### src/rtl/dma_stop_poll_pkg.sv
package dma_stop_poll_pkg;
   localparam int REG_W = 32;

   typedef enum logic [1:0] {
      SEL_CTRL   = 2'd0,
      SEL_TXHALT = 2'd1,
      SEL_RXHALT = 2'd2,
      SEL_NONE   = 2'd3
   } reg_sel_e;

   // control word bit positions
   localparam int CTL_RX_STOP = 0;
   localparam int CTL_TX_STOP = 1;
   localparam int CTL_WAIT    = 2;

   // halt flag of ring i sits at TOP - i
   localparam int TXH_TOP = 31;
   localparam int RXH_TOP = 23;
   localparam int MAX_RINGS = 8;

   typedef struct packed {
      logic wait_poll;
      logic tx_stop;
      logic rx_stop;
   } ctl_t;
endpackage

### src/rtl/dma_stop_poll_stopper.sv
module dma_stop_poll_stopper (
   input  logic clk,
   input  logic rst_n,
   input  logic ctl_wr,
   input  logic req_bit,
   input  logic busy,
   input  logic done,
   output logic evt_o
);
   logic pend_q;
   logic fire_now;
   logic fire_late;
   logic evt_q;

   // request seen while idle, or in the very cycle the frame closes
   assign fire_now  = ctl_wr && req_bit && (!busy || done);
   // deferred request completes at frame end unless withdrawn this cycle
   assign fire_late = pend_q && done && !(ctl_wr && !req_bit);

   always_ff @(posedge clk) begin
      if (!rst_n) begin
         pend_q <= 1'b0;
         evt_q  <= 1'b0;
      end else begin
         evt_q <= fire_now || fire_late;
         if (ctl_wr)
            pend_q <= req_bit && busy && !done;
         else if (done)
            pend_q <= 1'b0;
      end
   end

   assign evt_o = evt_q;
endmodule

### src/rtl/dma_stop_poll_timer.sv
module dma_stop_poll_timer #(
   parameter int POLL_TICKS = 1000000
) (
   input  logic clk,
   input  logic rst_n,
   input  logic restart,
   input  logic tick,
   input  logic wait_q,
   input  logic hold_q,
   output logic fire_o
);
   localparam int CNT_W = (POLL_TICKS > 2) ? $clog2(POLL_TICKS) : 1;
   localparam logic [CNT_W-1:0] LAST = CNT_W'(POLL_TICKS - 1);

   if (POLL_TICKS < 2) begin : g_bad_period
      $error("dma_stop_poll_timer: POLL_TICKS must be at least 2");
   end

   logic             run_q;
   logic [CNT_W-1:0] cnt_q;
   logic             expire;

   assign expire = run_q && tick && (cnt_q == LAST);

   always_ff @(posedge clk) begin
      if (!rst_n) begin
         run_q <= 1'b0;
         cnt_q <= '0;
      end else if (restart) begin
         run_q <= 1'b1;
         cnt_q <= '0;
      end else if (expire) begin
         cnt_q <= '0;
         if (wait_q)
            run_q <= 1'b0;
      end else if (run_q && tick) begin
         cnt_q <= cnt_q + 1'b1;
      end
   end

   // a restart in the same cycle discards the expiry
   assign fire_o = expire && !restart && !wait_q && !hold_q;
endmodule

### src/rtl/dma_stop_poll_halt_bank.sv
module dma_stop_poll_halt_bank #(
   parameter int NRING      = 8,
   parameter bit NEED_HALT  = 1'b0
) (
   input  logic             clk,
   input  logic             rst_n,
   input  logic             wr,
   input  logic [NRING-1:0] field,
   input  logic [NRING-1:0] set_i,
   output logic [NRING-1:0] walk_o,
   output logic [NRING-1:0] halt_o
);
   logic [NRING-1:0] halt_q;
   logic [NRING-1:0] clr;

   for (genvar g = 0; g < NRING; g++) begin : g_ring
      assign clr[g] = wr && field[g];
      if (NEED_HALT) begin : g_gated
         assign walk_o[g] = clr[g] && halt_q[g];
      end else begin : g_plain
         assign walk_o[g] = clr[g];
      end
   end

   always_ff @(posedge clk) begin
      if (!rst_n)
         halt_q <= '0;
      else
         halt_q <= (halt_q & ~clr) | set_i;
   end

   assign halt_o = halt_q;
endmodule

### src/rtl/dma_stop_poll.sv
module dma_stop_poll
   import dma_stop_poll_pkg::*;
#(
   parameter int NRING      = 8,
   parameter int POLL_TICKS = 1000000
) (
   input  logic                 clk,
   input  logic                 rst_n,
   input  logic                 wr_en,
   input  logic [1:0]           wr_sel,
   input  logic [REG_W-1:0]     wr_data,
   input  logic                 rx_busy,
   input  logic                 tx_busy,
   input  logic                 rx_done,
   input  logic                 tx_done,
   input  logic                 poll_tick,
   input  logic [NRING-1:0]     tx_halt_set,
   input  logic [NRING-1:0]     rx_halt_set,
   output logic [NRING-1:0]     tx_walk,
   output logic [NRING-1:0]     rx_walk,
   output logic                 rx_stop_done,
   output logic                 tx_stop_done,
   output logic [NRING-1:0]     tx_halt,
   output logic [NRING-1:0]     rx_halt
);
   if (NRING < 1 || NRING > MAX_RINGS) begin : g_bad_rings
      $error("dma_stop_poll: NRING out of range");
   end

   logic ctl_wr, txh_wr, rxh_wr;
   ctl_t ctl_q, ctl_new;
   logic [NRING-1:0] txh_field, rxh_field;
   logic [NRING-1:0] txh_walk, rxh_walk;
   logic [NRING-1:0] poll_vec;
   logic [NRING-1:0] tx_walk_q, rx_walk_q;
   logic             poll_fire;
   logic             unused_bits;

   assign ctl_wr = wr_en && (wr_sel == SEL_CTRL);
   assign txh_wr = wr_en && (wr_sel == SEL_TXHALT);
   assign rxh_wr = wr_en && (wr_sel == SEL_RXHALT) && (wr_sel != SEL_NONE);
   assign unused_bits = ^wr_data;

   assign ctl_new.rx_stop   = wr_data[CTL_RX_STOP];
   assign ctl_new.tx_stop   = wr_data[CTL_TX_STOP];
   assign ctl_new.wait_poll = wr_data[CTL_WAIT];

   always_ff @(posedge clk) begin
      if (!rst_n)
         ctl_q <= '0;
      else if (ctl_wr)
         ctl_q <= ctl_new;
   end

   // ring i maps to a descending bit position
   for (genvar g = 0; g < NRING; g++) begin : g_map
      assign txh_field[g] = wr_data[TXH_TOP - g];
      assign rxh_field[g] = wr_data[RXH_TOP - g];
   end

   dma_stop_poll_stopper u_rx_stop (
      .clk     (clk),
      .rst_n   (rst_n),
      .ctl_wr  (ctl_wr),
      .req_bit (ctl_new.rx_stop),
      .busy    (rx_busy),
      .done    (rx_done),
      .evt_o   (rx_stop_done)
   );

   dma_stop_poll_stopper u_tx_stop (
      .clk     (clk),
      .rst_n   (rst_n),
      .ctl_wr  (ctl_wr),
      .req_bit (ctl_new.tx_stop),
      .busy    (tx_busy),
      .done    (tx_done),
      .evt_o   (tx_stop_done)
   );

   dma_stop_poll_timer #(.POLL_TICKS(POLL_TICKS)) u_timer (
      .clk     (clk),
      .rst_n   (rst_n),
      .restart (ctl_wr && !ctl_new.wait_poll),
      .tick    (poll_tick),
      .wait_q  (ctl_q.wait_poll),
      .hold_q  (ctl_q.tx_stop),
      .fire_o  (poll_fire)
   );

   dma_stop_poll_halt_bank #(.NRING(NRING), .NEED_HALT(1'b0)) u_tx_bank (
      .clk    (clk),
      .rst_n  (rst_n),
      .wr     (txh_wr),
      .field  (txh_field),
      .set_i  (tx_halt_set),
      .walk_o (txh_walk),
      .halt_o (tx_halt)
   );

   dma_stop_poll_halt_bank #(.NRING(NRING), .NEED_HALT(1'b1)) u_rx_bank (
      .clk    (clk),
      .rst_n  (rst_n),
      .wr     (rxh_wr),
      .field  (rxh_field),
      .set_i  (rx_halt_set),
      .walk_o (rxh_walk),
      .halt_o (rx_halt)
   );

   assign poll_vec = NRING'(poll_fire);

   always_ff @(posedge clk) begin
      if (!rst_n) begin
         tx_walk_q <= '0;
         rx_walk_q <= '0;
      end else begin
         tx_walk_q <= txh_walk | poll_vec;
         rx_walk_q <= rxh_walk;
      end
   end

   assign tx_walk = tx_walk_q;
   assign rx_walk = rx_walk_q;
endmodule

### config.mk
export PLATFORM = sky130hd
export DESIGN_NAME = dma_stop_poll
export DESIGN_NICKNAME = d
export VERILOG_FILES = /design/src/rtl/dma_stop_poll_pkg.sv /design/src/rtl/dma_stop_poll_stopper.sv /design/src/rtl/dma_stop_poll_timer.sv /design/src/rtl/dma_stop_poll_halt_bank.sv /design/src/rtl/dma_stop_poll.sv
export SDC_FILE = /design/constraint.sdc
export NUM_CORES = 1
export LEC_CHECK = 0
export ABC_AREA = 1
export BUFFER_PORTS_ARGS = -buffer_cell sky130_fd_sc_hd__buf_2
export CAP_MARGIN = 25
export CORE_UTILIZATION = 45
export CTS_BUF_LIST = sky130_fd_sc_hd__clkbuf_4 sky130_fd_sc_hd__clkbuf_8
export CTS_CLUSTER_SIZE = 10
export DETAILED_ROUTE_END_ITERATION = 10
export PLACE_DENSITY = 0.74
export SYNTH_ARGS = -nofsm -noshare
export SYNTH_HDL_FRONTEND = slang
export SYNTH_SLANG_ARGS = --single-unit
export TNS_END_PERCENT = 30
### constraint.sdc
create_clock -name clk -period 2.06 [get_ports clk]
set_input_delay 0.103 -clock clk [delete_from_list [all_inputs] [get_ports clk]]
set_output_delay 0.103 -clock clk [all_outputs]
set_load 0.05 [all_outputs]
==> flow_summary.toml <==
[worst_setup_path]
worstRegToRegCells = 10
start_kind = "register"
cp_top_family = "simple AND/OR/NAND/NOR gates"
r2r-start = "u_timer.cnt_q[0]$_SDFFE_PP0P_"
crit_slowest_cell = "dfxtp_1"
crit_chain = "ha_1, nand3_1, nor2_2, nand2_2, inv_1, nand3_1, nand2_4, inv_1, nand2_1, nor2_1"
r2r-end = "u_timer.cnt_q[12]$_SDFFE_PP0P_"
crit_path_max_incr_delay_ns = 0.38
worstPathMaxFanout = 19
r2r_setup_slack_ns = 0.36
crit_buf_inv = 2
arrival_ns = 1.93
crit_type = "reg2reg"
cp.required_ns = 2.30
endpoint_kind = "register"

[final_layout]
syn_to_final_growth_pct = 37.53
layout.nets = 488
n_antenna_cell = 0
drive_gt1_share_pct = 24.65
fin_area_mm2 = 0.003283

[logic_synthesis]
synth_cell_type_count = 28
synth.cell_area_mm2 = 0.002387
synthTopCellsByArea = "dfxtp_1, nand2_1, nor2_1, inv_1, a21oi_1"
syn_nets = 381
synthCells = 322
synth.ff_latch_count = 59
synth_top_area_share_pct = 49.48
yosys_warnings = 0
yosysSeqAreaShare_pct = 49.48
postSynthAreaPerCell_um2 = 7.414
yosysTopAreaCell = "dfxtp_1"

[power_and_ir_drop]
ir_drop_v = 0.0005705
power.density_mw_per_mm2 = 804.8
leakagePower_nw = 1.470
power_mw = 2.642

[timing]
rsz0062_at_grt = "false"
min_period_ns = 1.695
holdWs_ns = 0.008556
hold_viol_final = 0
fmax_mhz = 589.9
clock_skew_ns = 0.005388
slew_viol_final = 0
min_period_over_period_pct = 82.30
maxSlewHeadroom_pct = 64.57
tightest_slew_ns = 0.5286
fin_setup_tns_ns = 0
finalSetupViolCount = 0

[clock_tree]
numCtsBuffers = 9
clock_path_buffers = 2
clock_latency_ns = 0.34
cts_tree = "done"
cts.repair.resized = 0
cts.sinks = 59
cts-root-buf = "clkbuf_8"
cts_setup_buffers = 0
clkSlewWorstSetupHoldPaths_ns = 0.07
h-tree-depth = 3

[die]
start_util_pct = 46.74
die_h_um = 74.84
die_x_um = 74.84
core_mm2 = 0.005107
rows = 26
io_pins = 92
die-area_mm2 = 0.005600

[place]
gp_congestion = 0.8277
place_hpwl_um = 3842
portBuffers = 78
placed_area_mm2 = 0.002838

[run]
drv_cap = 0

[grt]
grt_pass1_wl_um = 9846
antenna_found_initial = 0
grt_max_degree = 29
grt_pass1_vias = 2299
grt_use_total_pct = 23.75
grt.overflow.total = 0

[route]
vias_per_cell = 4.770
wl_per_cell_um = 11.84
drc = 0
num_vias = 2404
drtIter0Drc = 93
wirelength_um = 5967
first_pass_iters = 4
ant_nets = 0

[status]
outcome = "completed"

[min_path]
whs_endpoint = "rx_walk[2]$_SDFF_PN0_"
hp-class = "in2reg"
hold_path_depth = 3
worstHoldStart = "wr_data[21]"
==> tightest hold or removal path: cells and delay by family <==
kind	cells	cell delay [ns]
buffers and inverters	1	0.07
and+or+nand+nor	2	0.14
==> repair_timing <==
item / in CTS / in global routing
setup endpoints to repair: 0 / 0
hold buffers: 23 / 0
hold endpoints to repair: 23 / 0
==> layer usage <==
| layer | routed length [µm] | global-route usage, % |
|---|---|---|
| met5 | 0 | 0 |
| met4 | 106 | 11.53 |
| met3 | 458 | 8.969 |
| met2 | 2772 | 39.54 |
| met1 | 2630 | 26.83 |
==> Yosys cell counts <==
library cell / instances
nor3_1: 13
or2_2: 1
nand3b_1: 1
clkbuf_1: 2
buf_6: 1
o22ai_1: 1
and2_1: 1
a211oi_1: 1
inv_2: 2
nand2_1: 59
nand2_2: 4
nand4_1: 7
nor2_2: 2
nor2_4: 1
o21ai_0: 9
xor2_1: 6
or2_4: 1
nor3_2: 1
nor2_1: 54
inv_1: 42
nand2_4: 1
a21oi_1: 29
buf_1: 1
nand3_1: 19
ha_1: 1
buf_2: 1
dfxtp_1: 59
xnor2_1: 2
==> metrics by stage <==
stage          setup slack (ns)  cells  utilization [%]
5_1_grt                  0.1576    504            64.28
6_report                 0.3647    504            64.28
3_5_place_dp             0.4023    465            55.56
4_1_cts                  0.3460    504            64.28
2_1_floorplan            0.6087    322                -
3_3_place_gp             0.4256    465            55.56
==> logic make-up after synthesis <==
kind of cell	after synthesis	synth area share, %
flops	59	49.48
simple gates	165	30.45
buf+inv	49	8.071
compound gates	40	8.543
xor+xnor	8	2.935
fa+ha+maj	1	0.5240
==> worst max path at each step <==
stage,end,depth (start not counted),startpoint
detailed placement,u_timer.cnt_q[12]$_SDFFE_PP0P_,10,u_timer.cnt_q[0]$_SDFFE_PP0P_
global route,u_timer.cnt_q[12]$_SDFFE_PP0P_,10,u_timer.cnt_q[0]$_SDFFE_PP0P_
CTS,u_timer.cnt_q[12]$_SDFFE_PP0P_,10,u_timer.cnt_q[0]$_SDFFE_PP0P_
floorplan,u_timer.cnt_q[11]$_SDFFE_PP0P_,9,u_timer.cnt_q[0]$_SDFFE_PP0P_
finish,u_timer.cnt_q[12]$_SDFFE_PP0P_,10,u_timer.cnt_q[0]$_SDFFE_PP0P_
global placement,u_timer.cnt_q[12]$_SDFFE_PP0P_,10,u_timer.cnt_q[0]$_SDFFE_PP0P_
==> sequential cells by signal, indices dropped and copies added (netlist names) <==
register          cells
rx_walk               8
u_rx_stop.evt_o       1
u_timer.cnt_q        20
u_tx_stop.evt_o       1
u_rx_bank.halt_o      8
ctl_q                 2
u_tx_stop.pend_q      1
tx_walk               8
u_tx_bank.halt_o      8
u_rx_stop.pend_q      1
u_timer.run_q         1
==> area by class of cell <==
cell class	instances	area, µm²
multi-input combinational	214	1013
tap	70	87.58
clock buffer	9	123.9
timing repair buffer	101	620.6
sequential	59	1181
inverter	44	165.2
clock inverter	7	91.34
fill	437	1824
==> power breakdown <==
group	total (mW)	switching, mW	leakage, nW	internal (mW)
clock	1.16	0.483	0.109	0.678
sequential	1.19	0.0185	0.481	1.17
combinational	0.292	0.190	0.879	0.102
total	2.64	0.691	1.47	1.95
==> cells in the final DEF, fill, tap and decap left out, drive strengths merged, types with 3 or more instances in the layout <==
| cell | n |
|---|---|
| buf | 78 |
| nor2 | 57 |
| o21ai | 9 |
| clkbuf | 9 |
| dfxtp | 59 |
| xor2 | 6 |
| nand3 | 19 |
| a21oi | 29 |
| nand4 | 7 |
| inv | 45 |
| nor3 | 14 |
| clkinv | 3 |
| dlygate4sd3 | 23 |
| nand2 | 64 |
No activity file was read; power rests on OpenSTA's default activity.
